## src/rtl/irq_vector_ctrl.sv

```systemverilog
module irq_vector_ctrl #(
  parameter int NUM_SRC = 32,
  parameter logic [NUM_SRC-1:0] EDGE_SEL = '0,
  parameter int ADDR_W = 6
) (
  input  logic              clk,
  input  logic              rst,
  input  logic              wr_en,
  input  logic [ADDR_W-1:0] addr,
  input  logic [31:0]       wdata,
  output logic [31:0]       rdata,
  input  logic [NUM_SRC-1:0] irq_in,
  output logic              irq_out
);
  localparam logic [2:0] OFS_STAT = 3'd0, OFS_PEND = 3'd1, OFS_ENA = 3'd2, OFS_ACK = 3'd3,
                         OFS_SET  = 3'd4, OFS_CLR  = 3'd5, OFS_VEC = 3'd6, OFS_CTL = 3'd7;

  logic [NUM_SRC-1:0] status_q, enable_q, prev_q, capture, pending;
  logic [1:0]         ctl_q;
  logic [31:0]        vector;
  logic               mapped;
  logic [2:0]         word;

  assign mapped  = (addr[1:0] == 2'b00) && (addr[ADDR_W-1:5] == '0);
  assign word    = addr[4:2];
  assign capture = ctl_q[1] ? ((irq_in & ~EDGE_SEL) | (irq_in & ~prev_q & EDGE_SEL)) : '0;
  assign pending = status_q & enable_q;
  assign irq_out = ctl_q[0] && (pending != '0);

  always_comb begin
    vector = '1;
    for (int i = NUM_SRC - 1; i >= 0; i--)
      if (pending[i]) vector = 32'(i);
  end

  always_ff @(posedge clk) begin
    if (rst) begin
      status_q <= '0;
      enable_q <= '0;
      ctl_q    <= '0;
      prev_q   <= '0;
    end else begin
      prev_q <= irq_in;
      if (wr_en && mapped && word == OFS_STAT && !ctl_q[1])
        status_q <= wdata[NUM_SRC-1:0] | capture;
      else if (wr_en && mapped && word == OFS_ACK)
        status_q <= (status_q & ~wdata[NUM_SRC-1:0]) | capture;
      else
        status_q <= status_q | capture;
      if (wr_en && mapped) begin
        case (word)
          OFS_ENA: enable_q <= wdata[NUM_SRC-1:0];
          OFS_SET: enable_q <= enable_q | wdata[NUM_SRC-1:0];
          OFS_CLR: enable_q <= enable_q & ~wdata[NUM_SRC-1:0];
          OFS_CTL: ctl_q    <= wdata[1:0];
          default: ;
        endcase
      end
    end
  end

  always_comb begin
    rdata = '0;
    if (mapped) begin
      case (word)
        OFS_STAT: rdata = 32'(status_q);
        OFS_PEND: rdata = 32'(pending);
        OFS_ENA:  rdata = 32'(enable_q);
        OFS_VEC:  rdata = vector;
        OFS_CTL:  rdata = {30'd0, ctl_q};
        default:  rdata = '0;
      endcase
    end
  end
endmodule


```

## config.mk

```make
export PLATFORM = sky130hd
export DESIGN_NAME = irq_vector_ctrl
export DESIGN_NICKNAME = d
export VERILOG_FILES = /design/src/rtl/irq_vector_ctrl.sv
export SDC_FILE = /design/constraint.sdc
export NUM_CORES = 1
export LEC_CHECK = 0
export BUFFER_PORTS_ARGS = -buffer_cell sky130_fd_sc_hd__buf_2
export CAP_MARGIN = 20
export CORE_ASPECT_RATIO = 1.1
export CORE_MARGIN = 5
export CORE_UTILIZATION = 30
export DETAILED_ROUTE_END_ITERATION = 8
export GPL_ROUTABILITY_DRIVEN = 0
export MAX_ROUTING_LAYER = met4
export PLACE_DENSITY = 0.5
export SYNTH_ARGS = -nofsm -noshare
export SYNTH_HDL_FRONTEND = slang
export SYNTH_SLANG_ARGS = --single-unit
```

## constraint.sdc

```tcl
create_clock -name clk -period 2.2 [get_ports clk]
set_input_delay 0.44 -clock clk [delete_from_list [all_inputs] [get_ports clk]]
set_output_delay 0.44 -clock clk [all_outputs]
set_load 0.1 [all_outputs]
```

### After elaboration in Yosys (flattened, before gate mapping)

Cells that the tools add are included.

* flip-flop bits (word level): 66
* bits of input ports: 73
* output and inout port bits: 33
* word-level logic and storage cells: 70

* reductions and logical operators: 13
* multiplexer cells: 38
* bitwise gates (word level): 9
* equality and inequality tests: 7

Operators by type and width (count)
* 32-bit two-way mux: 36
* 32-bit case mux with 5 select lines: 1
* 32-bit OR: 4
* 32-bit AND: 3
* 32-bit case mux with 3 select lines: 1
* 32-bit inverter: 1
* 32-bit nonzero test: 1
* 3-bit equality test (second input constant): 4
* 3-bit by 2-bit equality test with 1-bit output (second input constant): 2
* 1-bit logical AND: 6
* 2-bit AND reduction: 2
* 3-bit by 1-bit equality test with 1-bit output (second input constant): 1
* 3-bit logical NOT: 1
* 3-bit nonzero test: 1
* 2-bit logical NOT: 1
* 1-bit logical NOT: 1
* 1-bit inverter: 1

### Depth between registers and ports, before layout

* depth after elaboration: 35
* mapped depth: 8
* gate-level depth less buffers: 5

### Worst setup path after synthesis

No wires, ideal clock.

* path kind: input port to output port
* from: input port addr[1]
* to: output port rdata[1]
* data required time: 1.760 ns
* data arrival time: 3.575 ns
* stages on the path: 6
* setup slack: -1.815 ns
* path buffers: 1
* cell sequence: nor3_1 o21ai_0 a21oi_1 clkbuf_1 nand2_1 o32ai_1

* word-level cells in the longest chain between the ends: 3

RTL lines
* from (decl): line 9 `input logic [ADDR_W-1:0] addr,`
* 2-bit logical NOT: line 24 `assign mapped = (addr[1:0] == 2'b00) && (addr[ADDR_W-1:5] == '0);`
* 1-bit logical AND: line 24
* 32-bit two-way mux: line 64 `if (mapped) begin`
* to (decl): line 11 `output logic [31:0] rdata,`

Every way passes these cells.

### Final worst setup path

* from: register enable_q[5]
* to: output port rdata[11]

* word-level cells in the longest chain between the ends: 9

RTL lines
* from (decl): line 18 `logic [NUM_SRC-1:0] status_q, enable_q, prev_q, capture, pending;`
* from (signal assigned): line 52 `OFS_ENA: enable_q <= wdata[NUM_SRC-1:0];`
* from (signal assigned): line 53 `OFS_SET: enable_q <= enable_q | wdata[NUM_SRC-1:0];`
* from (signal assigned): line 54 `OFS_CLR: enable_q <= enable_q & ~wdata[NUM_SRC-1:0];`
* 32-bit AND: line 27 `assign pending = status_q & enable_q;`
* 32-bit two-way mux (6 in a row): line 33 `if (pending[i]) vector = 32'(i);`
* 32-bit case mux with 5 select lines: line 65 `case (word)`
* 32-bit two-way mux: line 64

Every way passes these cells.

==> results_dict.tcl <==
set metrics [dict create \
    status "complete, but fails checks" \
    violations "setup timing" \
    hpwl_um 12960 \
    hold_viol_final 0 \
    ys_ff_latch 66 \
    synth.most_common_cell "nand2_1" \
    crit_fanout 10 \
    synthCells 676 \
    cts_tree "built" \
    grt_max_degree 67 \
    die_y_um 137.4 \
    totalPowerFinal_mw 2.953 \
    vias 5686 \
    syn-num-nets 749 \
    yosysWarningCount 0 \
    slowest_stage "a221o_1" \
    coreArea_mm2 0.01445 \
    final_layout_size_suffix_gt1_share_pct 37.67 \
    timing.hold.ws_ns 0.3562 \
    period_minus_slack_ns 2.730 \
    layout.nets 928 \
    drtAntennaViolNets 0 \
    area_growth_pct 62.25 \
    cp_data_required_time_ns 1.76 \
    ir_drop_uv 343.3 \
    min_period_over_period_pct 124.1 \
    hold_class "primary input to flop" \
    initial_core_util_pct 30.63 \
    drc_errors 0 \
    synth_commonest_cells "nand2_1 (186), a21oi_1 (73), o21ai_0 (67), dfxtp_1 (66), nor2_1 (37)" \
    syn_area_mm2 0.004424 \
    cpPeakStageDelay_ns 0.33 \
    portBuffers 105 \
    tns_ns -15.64 \
    die_area_mm2 0.01728 \
    avgSynthCellArea_um2 6.545 \
    viasPerCell 5.405 \
    post-synth-top-area-cell "dfxtp_1" \
    cap_violations 0 \
    async_flop_share_pct 0 \
    place_ws_ns -0.3205 \
    grt_pass1_vias 5459 \
    grt_pass1_wl_um 29520 \
    layoutNonFillerInstCount 1052 \
    drtIter0Drc 458 \
    synthFlopType "dfxtp_1" \
    routedWlPerCell_um 18.21 \
    report.final.slew_viol_count 0 \
    synth_edf_count 0 \
    rows 46 \
    firstDrtPassIters 5 \
    numClockSinks 66 \
    p_per_area_mw_per_mm2 411.4 \
    cp.arrival_ns 2.29 \
    wl_um 19150 \
    insertion_delay_ns 0.34 \
    ios 106 \
    h-tree-depth 3 \
    rsz0062_at_grt "true" \
    grtUsageTotal_pct 22.35 \
    cp_cell_sequence "a22o_1, a221o_1, nor4b_4, and2_4, buf_16, o21a_4, buf_12" \
    clk_root_buffer_cell "clkbuf_16" \
    cpLargestDelayFamily "compound AO/OA/AOI/OAI gates" \
    diodes 0 \
    cts.clk_slew.worst_paths_ns 0.06 \
    slew-limit-headroom_pct 71.07 \
    grt-ovfl-total 0 \
    crit_path_end_kind "output pin" \
    max_freq_mhz 366.3 \
    fin_skew_ns 0.007613 \
    crit_buf_inv 2 \
    critPathKind "flop to output pin" \
    dp_cells 1031 \
    ys_top_cells_by_area "dfxtp_1 (30%), nand2_1 (16%), a21oi_1 (8.3%)" \
    cts-buffers-inserted 9 \
    clock_path_buffers 2 \
    p_leak_nw 2.635 \
    yosys.area.top_type_share_pct 29.86 \
    start_kind "flop" \
    fin_ws_ns -0.5297 \
    seq_area_frac_synth_pct 29.86 \
    die_x_um 125.8 \
    setup_viol_count_final 33 \
    worst_pin_slew_ns 0.4339 \
    antenna_found_initial 0 \
    synth.distinct_cells 46 \
]
[through the flow]
| step | instance area [µm²] | utilization, % |
|---|---|---|
| 4_1_cts | 7068 | 48.93 |
| 6_report | 7178 | 49.69 |
| 2_1_floorplan | 4691 | - |
| 5_1_grt | 7178 | 49.69 |
| 3_3_place_gp | 6596 | 45.66 |
| 3_5_place_dp | 6596 | 45.66 |
[tightest hold or removal path, delay by kind of cell]
kind	cells	cell delay, ns
and+or+nand+nor	1	0.05
buffers and inverters	1	0.10
AOI/OAI and AO/OA	1	0.06
[layout make-up]
cell class              count  area (µm²)
multi-input cells         556        3298
well taps                 192       240.2
repair buffers            219        2016
fillers                  1400        7268
flip-flops and latches     66        1346
clock buffers              14       254.0
inverters                   3       11.26
clock inverters             2       12.51
[cells in the final DEF (no fill, tap or decap), types with 2 or more instances in the layout]
master and count:
buf_4 99, nand2_1 180, clkbuf_16 10, inv_1 3, nand4_1 3, nand3_1 35
a31oi_1 32, a21oi_4 2, nor2_2 2, o211ai_1 3, nor2b_1 32, nand2_2 4
clkbuf_1 4, mux2i_1 2, nand2_4 2, a22oi_2 10, a22oi_1 3, a22o_1 4
dfxtp_2 20, nor3_2 2, and3_1 3, a21oi_2 3, o21a_4 21, dfxtp_1 46
nand2b_1 2, a21oi_1 68, o21ai_1 2, nor4b_4 2, a32oi_2 2, nor2_1 34
o21a_2 6, buf_12 39, buf_2 72, buf_6 7, o21ai_0 65
[flip-flops by register name, indices dropped and copies added (netlist names)]
signal	count
status_q	32
enable_q	32
ctl_q	2
[routing by layer]
| metal | routed length, µm | up-vias | track usage (%) |
|---|---|---|---|
| met1 | 8175 | 2678 | 27.20 |
| met5 | 0 | - | - |
| met4 | 470 | 0 | 7.569 |
| met3 | 1048 | 32 | 3.412 |
| met2 | 9459 | 232 | 38.14 |
| li1 | - | 2744 | - |
[power breakdown]
part           switching (mW)  total (mW)  internal, mW
Sequential            0.00762        1.21          1.21
Clock                   0.540        1.33         0.793
Combinational           0.247       0.407         0.160
Total                   0.795        2.95          2.16
[final timing paths]
check	cells past startpoint	end	startpoint	slack [ns]
max	7	rdata[11]	enable_q[5]$_SDFFE_PP0P_	-0.53
max reg2reg	4	status_q[8]$_SDFF_PP0_	ctl_q[1]$_SDFFE_PP0P_	0.69
min reg2reg	2	enable_q[16]$_SDFFE_PP0P_	enable_q[16]$_SDFFE_PP0P_	0.50
min	3	status_q[26]$_SDFF_PP0_	irq_in[26]	0.36
[cell families after synthesis]
family / synth area share [%]
multiplexers: 0.4525
flip-flops: 29.86
buffers and inverters: 5.571
AND/OR/NAND/NOR: 31.70
AO/OA/AOI/OAI: 32.41
[what timing repair did]
| item | CTS | global route |
|---|---|---|
| cloned | 1 | 1 |
| pin swaps | 15 | 21 |
| setup buffers | 3 | 4 |
| hold endpoints to repair | 0 | 0 |
| setup endpoints to repair | 33 | 33 |
| gates resized for setup | 46 | 24 |
| hold buffers | 0 | 0 |
(Power assumes the default switching activity.)
